==> src/rtl/tokctr_pkg.sv <==
package tokctr_pkg;
  typedef enum logic [1:0] {
    OP_NONE      = 2'b00,
    OP_DEC       = 2'b01,
    OP_REFILL    = 2'b10,
    OP_DECREFILL = 2'b11
  } tok_op_e;
endpackage

==> src/rtl/tokctr_decode.sv <==
module tokctr_decode #(
  parameter int ADDR_W    = 9,
  parameter int BASE_ADDR = 65,
  parameter int NDIG      = 5,
  parameter int DIGW      = 8,
  parameter int TOP_W     = 7,
  parameter bit ALIAS_EN  = 1'b1,
  parameter int SEL_W     = 3,
  parameter int POS_W     = 3
) (
  input  logic [ADDR_W-1:0] addr_i,
  output logic              hit_o,
  output logic [SEL_W-1:0]  sel_o,
  output logic [POS_W-1:0]  pos_o
);
  localparam int LOW_SPAN = DIGW * (NDIG - 1);

  int off;
  int grp;

  always_comb begin
    hit_o = 1'b0;
    sel_o = '0;
    pos_o = '0;
    off   = int'(addr_i) - BASE_ADDR;
    grp   = 0;
    if (ALIAS_EN && int'(addr_i) == BASE_ADDR - 1) begin
      hit_o = 1'b1;
      sel_o = SEL_W'(NDIG - 1);
    end else if (off >= 0 && off < TOP_W) begin
      hit_o = 1'b1;
      sel_o = SEL_W'(NDIG - 1);
      pos_o = POS_W'(off);
    end else if (off >= TOP_W && off < TOP_W + LOW_SPAN) begin
      grp   = (off - TOP_W) / DIGW;
      hit_o = 1'b1;
      sel_o = SEL_W'(NDIG - 2 - grp);
      pos_o = POS_W'((off - TOP_W) % DIGW);
    end
  end
endmodule

==> src/rtl/tokctr_digit_next.sv <==
module tokctr_digit_next
  import tokctr_pkg::*;
#(
  parameter int DIGW  = 8,
  parameter int W     = 8,
  parameter int SEL_W = 3,
  parameter int IDX   = 0
) (
  input  logic [DIGW-1:0]  field_i,
  input  logic             hit_i,
  input  logic [SEL_W-1:0] sel_i,
  input  tok_op_e          op_i,
  output logic [DIGW-1:0]  next_o
);
  localparam logic [DIGW-1:0] FULL = DIGW'((1 << W) - 1);

  function automatic logic [DIGW-1:0] therm(input int k);
    therm = DIGW'((1 << k) - 1);
  endfunction

  int  cnt;
  logic dec_here;
  logic fill_here;

  always_comb begin
    cnt       = $countones(field_i);
    dec_here  = hit_i && (int'(sel_i) == IDX) &&
                (op_i == OP_DEC || op_i == OP_DECREFILL);
    fill_here = hit_i && (int'(sel_i) == IDX + 1) &&
                (op_i == OP_REFILL || op_i == OP_DECREFILL);
    if (fill_here)
      next_o = FULL;
    else if (dec_here)
      next_o = therm((cnt > 0) ? cnt - 1 : 0);
    else
      next_o = field_i;
  end
endmodule

==> src/rtl/tokctr_readout.sv <==
module tokctr_readout #(
  parameter int NDIG  = 5,
  parameter int DIGW  = 8,
  parameter int TOP_W = 7,
  parameter int SEL_W = 3,
  parameter int POS_W = 3,
  parameter int TOT_W = 16
) (
  input  logic                      clk,
  input  logic                      rst,
  input  logic [NDIG-1:0][DIGW-1:0] field_i,
  input  logic                      rd_hit_i,
  input  logic [SEL_W-1:0]          rd_sel_i,
  input  logic [POS_W-1:0]          rd_pos_i,
  input  logic                      q_hit_i,
  input  logic [SEL_W-1:0]          q_sel_i,
  output logic                      rd_bit_o,
  output logic                      zero_o,
  output logic [TOT_W-1:0]          total_o
);
  localparam int RADIX_SH = $clog2(DIGW);

  function automatic int max_total();
    int s;
    s = 0;
    for (int i = 0; i < NDIG; i++)
      s = s + ((i == NDIG - 1) ? TOP_W : DIGW) * (1 << (RADIX_SH * i));
    return s;
  endfunction

  localparam int MAX_TOT = max_total();

  logic [TOT_W-1:0] tot;

  always_comb begin
    tot = '0;
    for (int i = 0; i < NDIG; i++)
      tot = tot + (TOT_W'($countones(field_i[i])) << (RADIX_SH * i));
  end

  always_ff @(posedge clk) begin
    if (rst) begin
      rd_bit_o <= 1'b0;
      zero_o   <= 1'b0;
      total_o  <= '0;
    end else begin
      rd_bit_o <= rd_hit_i && field_i[rd_sel_i][rd_pos_i];
      zero_o   <= q_hit_i && (field_i[q_sel_i] == '0);
      total_o  <= tot;
    end
  end

  assert_rd_outside_R3: assert property (@(posedge clk) disable iff (rst)
    !rd_hit_i |=> !rd_bit_o)
    else $error("readout outside digit fields not zero");

  assert_zero_outside_R10: assert property (@(posedge clk) disable iff (rst)
    !q_hit_i |=> !zero_o)
    else $error("zero flag set for unmapped address");

  assert_total_max_R2: assert property (@(posedge clk) disable iff (rst)
    int'(total_o) <= MAX_TOT)
    else $error("token total above the largest encodable value");
endmodule

==> src/rtl/tok_counter.sv <==
module tok_counter
  import tokctr_pkg::*;
#(
  parameter int ADDR_W    = 9,
  parameter int BASE_ADDR = 65,
  parameter int NDIG      = 5,
  parameter int DIGW      = 8,
  parameter int TOP_W     = 7,
  localparam int SEL_W    = $clog2(NDIG),
  localparam int POS_W    = $clog2(DIGW),
  localparam int TOT_W    = $clog2(DIGW) * (NDIG - 1) + $clog2(TOP_W + 1) + 1
) (
  input  logic              clk,
  input  logic              rst,
  input  logic              req_valid_i,
  input  logic [1:0]        req_op_i,
  input  logic [ADDR_W-1:0] req_addr_i,
  input  logic              commit_i,
  input  logic              abort_i,
  input  logic [ADDR_W-1:0] rd_addr_i,
  output logic              rd_bit_o,
  output logic              digit_zero_o,
  output logic [TOT_W-1:0]  total_o,
  output logic              pending_o
);
  function automatic logic [DIGW-1:0] full_of(input int i);
    full_of = (i == NDIG - 1) ? DIGW'((1 << TOP_W) - 1) : {DIGW{1'b1}};
  endfunction

  logic [NDIG-1:0][DIGW-1:0] field_q;
  logic [NDIG-1:0][DIGW-1:0] shadow_q;
  logic [NDIG-1:0][DIGW-1:0] next_field;
  logic                      pending_q;
  tok_op_e                   op_q;
  logic [SEL_W-1:0]          sel_q;

  tok_op_e          req_op;
  logic             q_hit;
  logic [SEL_W-1:0] q_sel;
  logic [POS_W-1:0] q_pos;
  logic             rd_hit;
  logic [SEL_W-1:0] rd_sel;
  logic [POS_W-1:0] rd_pos;
  logic             accept;
  logic             fire;

  assign req_op    = tok_op_e'(req_op_i);
  assign accept    = req_valid_i && !pending_q && q_hit && (req_op != OP_NONE);
  assign fire      = pending_q && commit_i && !abort_i;
  assign pending_o = pending_q;

  tokctr_decode #(
    .ADDR_W(ADDR_W), .BASE_ADDR(BASE_ADDR), .NDIG(NDIG), .DIGW(DIGW),
    .TOP_W(TOP_W), .ALIAS_EN(1'b1), .SEL_W(SEL_W), .POS_W(POS_W)
  ) u_req_dec (
    .addr_i(req_addr_i), .hit_o(q_hit), .sel_o(q_sel), .pos_o(q_pos)
  );

  tokctr_decode #(
    .ADDR_W(ADDR_W), .BASE_ADDR(BASE_ADDR), .NDIG(NDIG), .DIGW(DIGW),
    .TOP_W(TOP_W), .ALIAS_EN(1'b0), .SEL_W(SEL_W), .POS_W(POS_W)
  ) u_rd_dec (
    .addr_i(rd_addr_i), .hit_o(rd_hit), .sel_o(rd_sel), .pos_o(rd_pos)
  );

  for (genvar g = 0; g < NDIG; g++) begin : g_dig
    tokctr_digit_next #(
      .DIGW(DIGW), .W((g == NDIG - 1) ? TOP_W : DIGW), .SEL_W(SEL_W), .IDX(g)
    ) u_next (
      .field_i(field_q[g]), .hit_i(q_hit), .sel_i(q_sel), .op_i(req_op),
      .next_o(next_field[g])
    );

    assert_thermo_R2: assert property (@(posedge clk) disable iff (rst)
      (field_q[g] & DIGW'(field_q[g] + 1'b1)) == '0)
      else $error("digit field is not a thermometer code");
  end

  always_ff @(posedge clk) begin
    if (rst) begin
      for (int i = 0; i < NDIG; i++) begin
        field_q[i]  <= full_of(i);
        shadow_q[i] <= full_of(i);
      end
      pending_q <= 1'b0;
      op_q      <= OP_NONE;
      sel_q     <= '0;
    end else begin
      if (accept) begin
        shadow_q  <= next_field;
        pending_q <= 1'b1;
        op_q      <= req_op;
        sel_q     <= q_sel;
      end else if (pending_q && (commit_i || abort_i)) begin
        pending_q <= 1'b0;
      end
      if (fire)
        field_q <= shadow_q;
    end
  end

  tokctr_readout #(
    .NDIG(NDIG), .DIGW(DIGW), .TOP_W(TOP_W), .SEL_W(SEL_W), .POS_W(POS_W),
    .TOT_W(TOT_W)
  ) u_rd (
    .clk(clk), .rst(rst), .field_i(field_q),
    .rd_hit_i(rd_hit), .rd_sel_i(rd_sel), .rd_pos_i(rd_pos),
    .q_hit_i(q_hit), .q_sel_i(q_sel),
    .rd_bit_o(rd_bit_o), .zero_o(digit_zero_o), .total_o(total_o)
  );

  assert_hold_R8: assert property (@(posedge clk) disable iff (rst)
    !fire |=> $stable(field_q))
    else $error("fields changed without a commit");

  assert_abort_R8: assert property (@(posedge clk) disable iff (rst)
    pending_q && abort_i |=> !pending_q && $stable(field_q))
    else $error("abort did not discard the pending update");

  assert_busy_ignore_R9: assert property (@(posedge clk) disable iff (rst)
    pending_q && !commit_i && !abort_i |=> pending_q && $stable(shadow_q))
    else $error("shadow changed while an update was pending");

  assert_dec_one_R4: assert property (@(posedge clk) disable iff (rst)
    fire && op_q[0] && (field_q[sel_q] != '0) |=>
      $countones(field_q[sel_q]) == $countones($past(field_q[sel_q])) - 1)
    else $error("decrement did not lower the digit by one");

  assert_refill_R6: assert property (@(posedge clk) disable iff (rst)
    fire && op_q[1] && (sel_q != '0) |=> &field_q[sel_q - 1'b1])
    else $error("refill did not fill the lower digit");
endmodule

==> config.mk <==
export PLATFORM = sky130hd
export DESIGN_NAME = tok_counter
export DESIGN_NICKNAME = d
export VERILOG_FILES = /design/src/rtl/tokctr_pkg.sv /design/src/rtl/tokctr_decode.sv /design/src/rtl/tokctr_digit_next.sv /design/src/rtl/tokctr_readout.sv /design/src/rtl/tok_counter.sv
export SDC_FILE = /design/constraint.sdc
export NUM_CORES = 1
export LEC_CHECK = 0
export ABC_AREA = 1
export BUFFER_PORTS_ARGS = -buffer_cell sky130_fd_sc_hd__buf_2
export CAP_MARGIN = 30
export CORE_MARGIN = 5
export CORE_UTILIZATION = 30
export CTS_CLUSTER_DIAMETER = 50
export DETAILED_ROUTE_END_ITERATION = 16
export PLACE_DENSITY = 0.5
export SLEW_MARGIN = 20
export SYNTH_ARGS = -nofsm -noshare
export SYNTH_HDL_FRONTEND = slang
export SYNTH_HIERARCHICAL = 1
export SYNTH_SLANG_ARGS = --single-unit
==> constraint.sdc <==
create_clock -name clk -period 6.81 [get_ports clk]
set_clock_uncertainty 0.2 [all_clocks]
set_input_delay 0 -clock clk [delete_from_list [all_inputs] [get_ports clk]]
set_output_delay 0 -clock clk [all_outputs]
set_load 0.005 [all_outputs]
==> qor.csv, run 1 <==
metric,value,unit
cts_sinks,99,
drv_slew,0,
required,6850,ps
initial_core_utilization,30.52,%
dp_slack,2312,ps
chipHeight,181.1,um
finalWorstPathRequiredPeriod,4496,ps
ctsResizeCount,0,
wire_length_of_the_first_global_routing_pass,37910,um
post-dp-hpwl,16900,um
synth.cell_area,0.008783,mm2
final_net_count,1495,
clk-insertion-delay-late,360,ps
tritoncts,built,
tritoncts.num_buffers,9,
buffer_levels_on_the_longest_clock_path,2,
worstSetupEndpointType,register,
portBuffers,43,
grt.overflow.total,0,
accumulated_negative_setup_slack,0,ps
drtAntennaViolNets,0,
routed_wirelength,22130,um
top_routing_layer_used,met4,
hold_wc_path_type,in2reg,
routed-wl-met2,10130,um
chipWidth,181.1,um
layout-drive-gt1-share,12.35,%
antenna_found_initial,0,
ctsHtreeMaxLevel,3,
finalWorstSetupSlack,2314,ps
groute.usage.overall,13.63,%
detail_route.wl_per_cell,12.57,um
grt_setup_unrepaired,false,
syn-num-nets,1460,
postSynthCellCount,1337,
report.final.hold_viol_count,0,
areaGrowthSynthToFinish,10.48,%
critical_path_arrival,4540,ps
setup.worst_path.class,reg2reg,
gpl.final_weighted_congestion,0.8149,
drc,0,
area_enclosed_by_the_die_boundary,0.03280,mm2
drt-vias-per-instance,4.619,
synthesis.yosys.warnings,6,
outcome,"complete, no violations",
max_slew.worst_pin.slew,973.8,ps
grt_start_max_net_pins,81,
synth_area_per_cell,6.570,um2
first_global_vias,7871,
power.ir.vdd_worst,0.09854,mV
critical_path_peak_fanout,5,
routed-via-count,8134,
maxClockFrequency,222.4,MHz
maxSlewHeadroom,34.84,%
floorplan.core_area,0.02878,mm2
drt-initial-drc-count,436,
placement_rows,62,
cts_root_buffer,clkbuf_16,
finalSetupViolations,0,
drv.max_cap_violation_count,0,
cp-start-kind,register,
final_core_utilization,33.72,%
final_min_period_over_clock_period,66.01,%
power.density_cell_area,142.1,mW/mm2
power.leakage,5.212,nW
total_met3_wirelength_after_detailed_routing,788,um
met1_length,10960,um
pin_count,44,
dr.pass1.iters,5,
antenna_cells,0,
cts.clk_slew.worst_paths,80,ps
## path summary, 6_finish.rpt
check                    start                to  slack (ps)  cells after the start
setup / recovery   field_q[16]  u_rd/total_o[12]        2310                     17
hold / removal     req_op_i[1]       shadow_q[5]          40                      5
setup reg to reg   field_q[16]  u_rd/total_o[12]        2310                     17
hold reg to reg   shadow_q[31]       field_q[31]         260                      2
## cell type report
type	count	area, um2
fillers	3168	19080
repair buffers	54	330.3
inverters	240	902.1
well taps	384	480.5
clock inverters	7	83.83
flip-flops and latches	99	1982
clock buffers	9	225.2
multi-input cells	968	5700
## through the flow
step	cell area [um2]	hold slack, ps	power, mW	cells
after floorplan	8783	-137.6	0.7903	1337
after global placement	9318	121.5	0.8486	1739
after detailed placement	9345	119.5	0.8523	1740
after CTS	9704	27.64	1.401	1761
after global routing	9704	59.57	1.458	1761
final	9704	41.70	1.379	1761
## layer usage
layer  vias to the layer above  track usage (%)
met2                       105            22.96
met3                        22            2.614
met4                         0            2.612
li1                       4288                -
met5                         -                0
met1                      3719            18.34
## registers in the layout (all words and copies together), names as in the netlist
register and count:
field_q 40, pending_o 1, shadow_q 40, u_rd/rd_bit_o 1, u_rd/total_o 16, u_rd/zero_o 1
## repair_timing
action	4_1_cts	5_1_grt
hold buffers	5	0
endpoints found under the hold margin	23	0
buffers inserted	0	0
## worst max-delay path: stages, from the launching register on
cell,delay (ps)
dfxtp_1,410
inv_1,100
fa_1,560
fa_1,430
fa_1,490
inv_1,40
ha_1,200
fa_1,440
ha_1,210
ha_1,170
ha_1,340
inv_1,80
nor3_1,310
nand2_2,90
nand2_2,80
nand2_2,50
o21ai_1,110
a21oi_1,60
## layout by cell type, fill, tap and decap left out, types with 14 or more instances in the layout
cell type	n
o21ai_0	38
nor2_1	67
ha_1	59
dfxtp_1	99
inv_1	213
nand4_1	16
nand2_1	390
nor3_1	14
nand3_1	177
inv_2	25
buf_2	43
fa_1	39
nand2_2	36
a21oi_1	51
## power by group
part	switching, mW	leakage (nW)	internal [mW]
logic	0.153	4.26	0.0838
clock network	0.251	0.148	0.291
registers	0.00721	0.805	0.593
Power figures use the tool's default switching activity.
==> inputs of run 2 (changes only) <==
--- a/config.mk
+++ b/config.mk
@@ -12,7 +12,7 @@
 export CORE_UTILIZATION = 30
 export CTS_CLUSTER_DIAMETER = 50
 export DETAILED_ROUTE_END_ITERATION = 16
-export PLACE_DENSITY = 0.5
+export PLACE_DENSITY = 0.51
 export SLEW_MARGIN = 20
 export SYNTH_ARGS = -nofsm -noshare
 export SYNTH_HDL_FRONTEND = slang
==> constraint.sdc (replaced) <==
create_clock -name clk -period 3.6 [get_ports clk]
set_clock_uncertainty 0.2 [all_clocks]
set_input_delay 0 -clock clk [delete_from_list [all_inputs] [get_ports clk]]
set_output_delay 0 -clock clk [all_outputs]
set_load 0.005 [all_outputs]
==> run 2 against run 1 <==
  * The flow now finishes with violations (setup timing)
  * Largest power group unchanged
  * Critical path type unchanged
  * Critical endpoint is now shadow_q[28]
  * Non-clock buffer count increased by 130
  * Largest cell class unchanged
  * Critical path depth unchanged
  * Maximum frequency increased by 11%
  * Utilization increased by 6.0 points
  * Design area increased by 18%
==> qor.csv, run 2 (synthesis results as in run 1) <==
metric,value,unit
outcome,finished with violations,
violations,setup timing,
tritoncts.num_buffers,9,
drv_slew,0,
detail_route.wl_per_cell,12.59,um
maxClockFrequency,246.7,MHz
antenna_found_initial,1,
grt_start_max_net_pins,54,
cts_root_buffer,clkbuf_16,
drt-initial-drc-count,502,
grt.overflow.total,0,
reg_top3,"field_q: 40 flops, shadow_q: 40 flops, u_rd/total_o: 16 flops",
chipHeight,181.1,um
grt_setup_unrepaired,true,
setup.worst_path.class,reg2reg,
critical_path_peak_fanout,4,
chipWidth,181.1,um
path_cells,buf_6 -> inv_4 -> fa_1 -> fa_1 -> fa_1 -> inv_1 -> ha_2 -> fa_2 -> inv_2 -> or4_4 -> ha_4 -> nand3_2 -> nand2_1 -> nand3_1 -> nand2_1 -> nand2_1 -> nand3_1,
n_fill_cell,3074,
ctsHtreeMaxLevel,3,
crit_slowest_cell,fa_2,
drt-vias-per-instance,4.555,
max_slew.worst_pin.slew,786.4,ps
finalNonFillerCells,1891,
dpl.cell_count,1855,
groute.usage.overall,14.64,%
areaGrowthSynthToFinish,30.06,%
dp_slack,-511.4,ps
critical_path_arrival,4090,ps
crit_path_max_incr_delay,550,ps
antenna_cells,0,
final_net_count,1625,
layout-drive-gt1-share,29.73,%
power.ir.vdd_worst,0.2152,mV
required,3640,ps
cts_sinks,99,
power.density_cell_area,239.2,mW/mm2
cts.clk_slew.worst_paths,70,ps
mostFrequentLayoutCell,nand2_1,
buffer_levels_on_the_longest_clock_path,2,
routed-via-count,8614,
finalWorstPathRequiredPeriod,4054,ps
gpl.final_weighted_congestion,0.8104,
wire_length_of_the_first_global_routing_pass,40870,um
clk-insertion-delay-late,350,ps
worstSetupEndpointType,register,
drv.max_cap_violation_count,0,
area_enclosed_by_the_die_boundary,0.03280,mm2
report.final.hold_viol_count,0,
finalWorstSetupSlack,-454.2,ps
maxSlewHeadroom,47.49,%
power.leakage,5.919,nW
cp-start-kind,register,
pin_count,44,
most-common-layout-cells,"nand2_1, inv_1, nand3_1",
drc,0,
post-dp-hpwl,18170,um
initial_core_utilization,30.52,%
hold_wc_path_type,in2reg,
first_global_vias,8450,
drtAntennaViolNets,0,
tritoncts,built,
routed_wirelength,23810,um
final_min_period_over_clock_period,112.6,%
floorplan.core_area,0.02878,mm2
portBuffers,43,
placement_rows,62,
finalSetupViolations,23,
dr.pass1.iters,5,
[run 2: changes by cell type in the layout (fill, tap and decap cells not counted), moves of 20 or more]
cell	delta
buf_4	+109
buf_6	+20
inv_1	-29
inv_2	+25
nand2_1	-23
o21ai_0	-25
[run 2: routing by layer]
metal | track usage (%) | part of all wire, % | vias up
met2 | 25.06 | 48 | 92
met1 | 19.88 | 48 | 3940
met4 | 2.612 | 0.85 | 2
met3 | 2.111 | 2.9 | 20
li1 | - | - | 4560
met5 | 0 | 0.055 | -
[run 2: final timing paths]
| check | slack, ps | from | endpoint | cells past startpoint |
|---|---|---|---|---|
| setup / recovery | -450 | field_q[27] | shadow_q[28] | 17 |
| hold / removal | 10 | req_op_i[0] | shadow_q[0] | 5 |
| setup reg to reg | -450 | field_q[27] | shadow_q[28] | 17 |
| hold reg to reg | 260 | shadow_q[0] | field_q[0] | 2 |
[run 2: stage by stage]
stage / TNS (ps) / utilization [%] / cell area, um2 / power (mW) / hold slack, ps
2_1_floorplan: -3415 / - / 9017 / 1.511 / -137.6
3_3_place_gp: -8028 / 36.21 / 10420 / 1.689 / 114.7
3_5_place_dp: -8321 / 36.21 / 10420 / 1.692 / 114.0
4_1_cts: -5476 / 38.23 / 11000 / 2.728 / 27.68
5_1_grt: -10160 / 39.69 / 11420 / 2.890 / 51.17
6_report: -5124 / 39.69 / 11420 / 2.733 / 12.07
[run 2: power by group]
part / leakage, nW / switching (mW) / internal (mW) / total [mW]
combinational: 4.97 / 0.346 / 0.251 / 0.597
clock: 0.149 / 0.458 / 0.549 / 1.01
sequential: 0.800 / 0.0120 / 1.12 / 1.13
total: 5.92 / 0.816 / 1.92 / 2.73
[run 2: cell type report]
class                   instances  area [um2]  share of cell area [%]
flip-flops and latches         99        2018                   17.67
clock buffers                  10       229.0                   2.004
multi-input cells             968        6325                   55.37
inverters                     240       912.1                   7.985
well taps                     384       480.5                   4.206
clock inverters                 6       72.57                  0.6353
repair buffers                184        1386                   12.14
[run 2: worst max-delay path: cells and delay by family (launching register included)]
kind | cells | cell delay (ps)
flops | 1 | 370
fa+ha+maj | 6 | 2380
simple gates | 7 | 760
buf+inv | 4 | 220
[run 2: repair_timing]
| action | CTS | global route |
|---|---|---|
| pin swaps | 46 | 54 |
| endpoints found under the hold margin | 9 | 0 |
| gates resized for setup | 59 | 102 |
| buffers inserted | 7 | 13 |
| hold buffers | 5 | 0 |
| setup endpoints to repair | 42 | 45 |
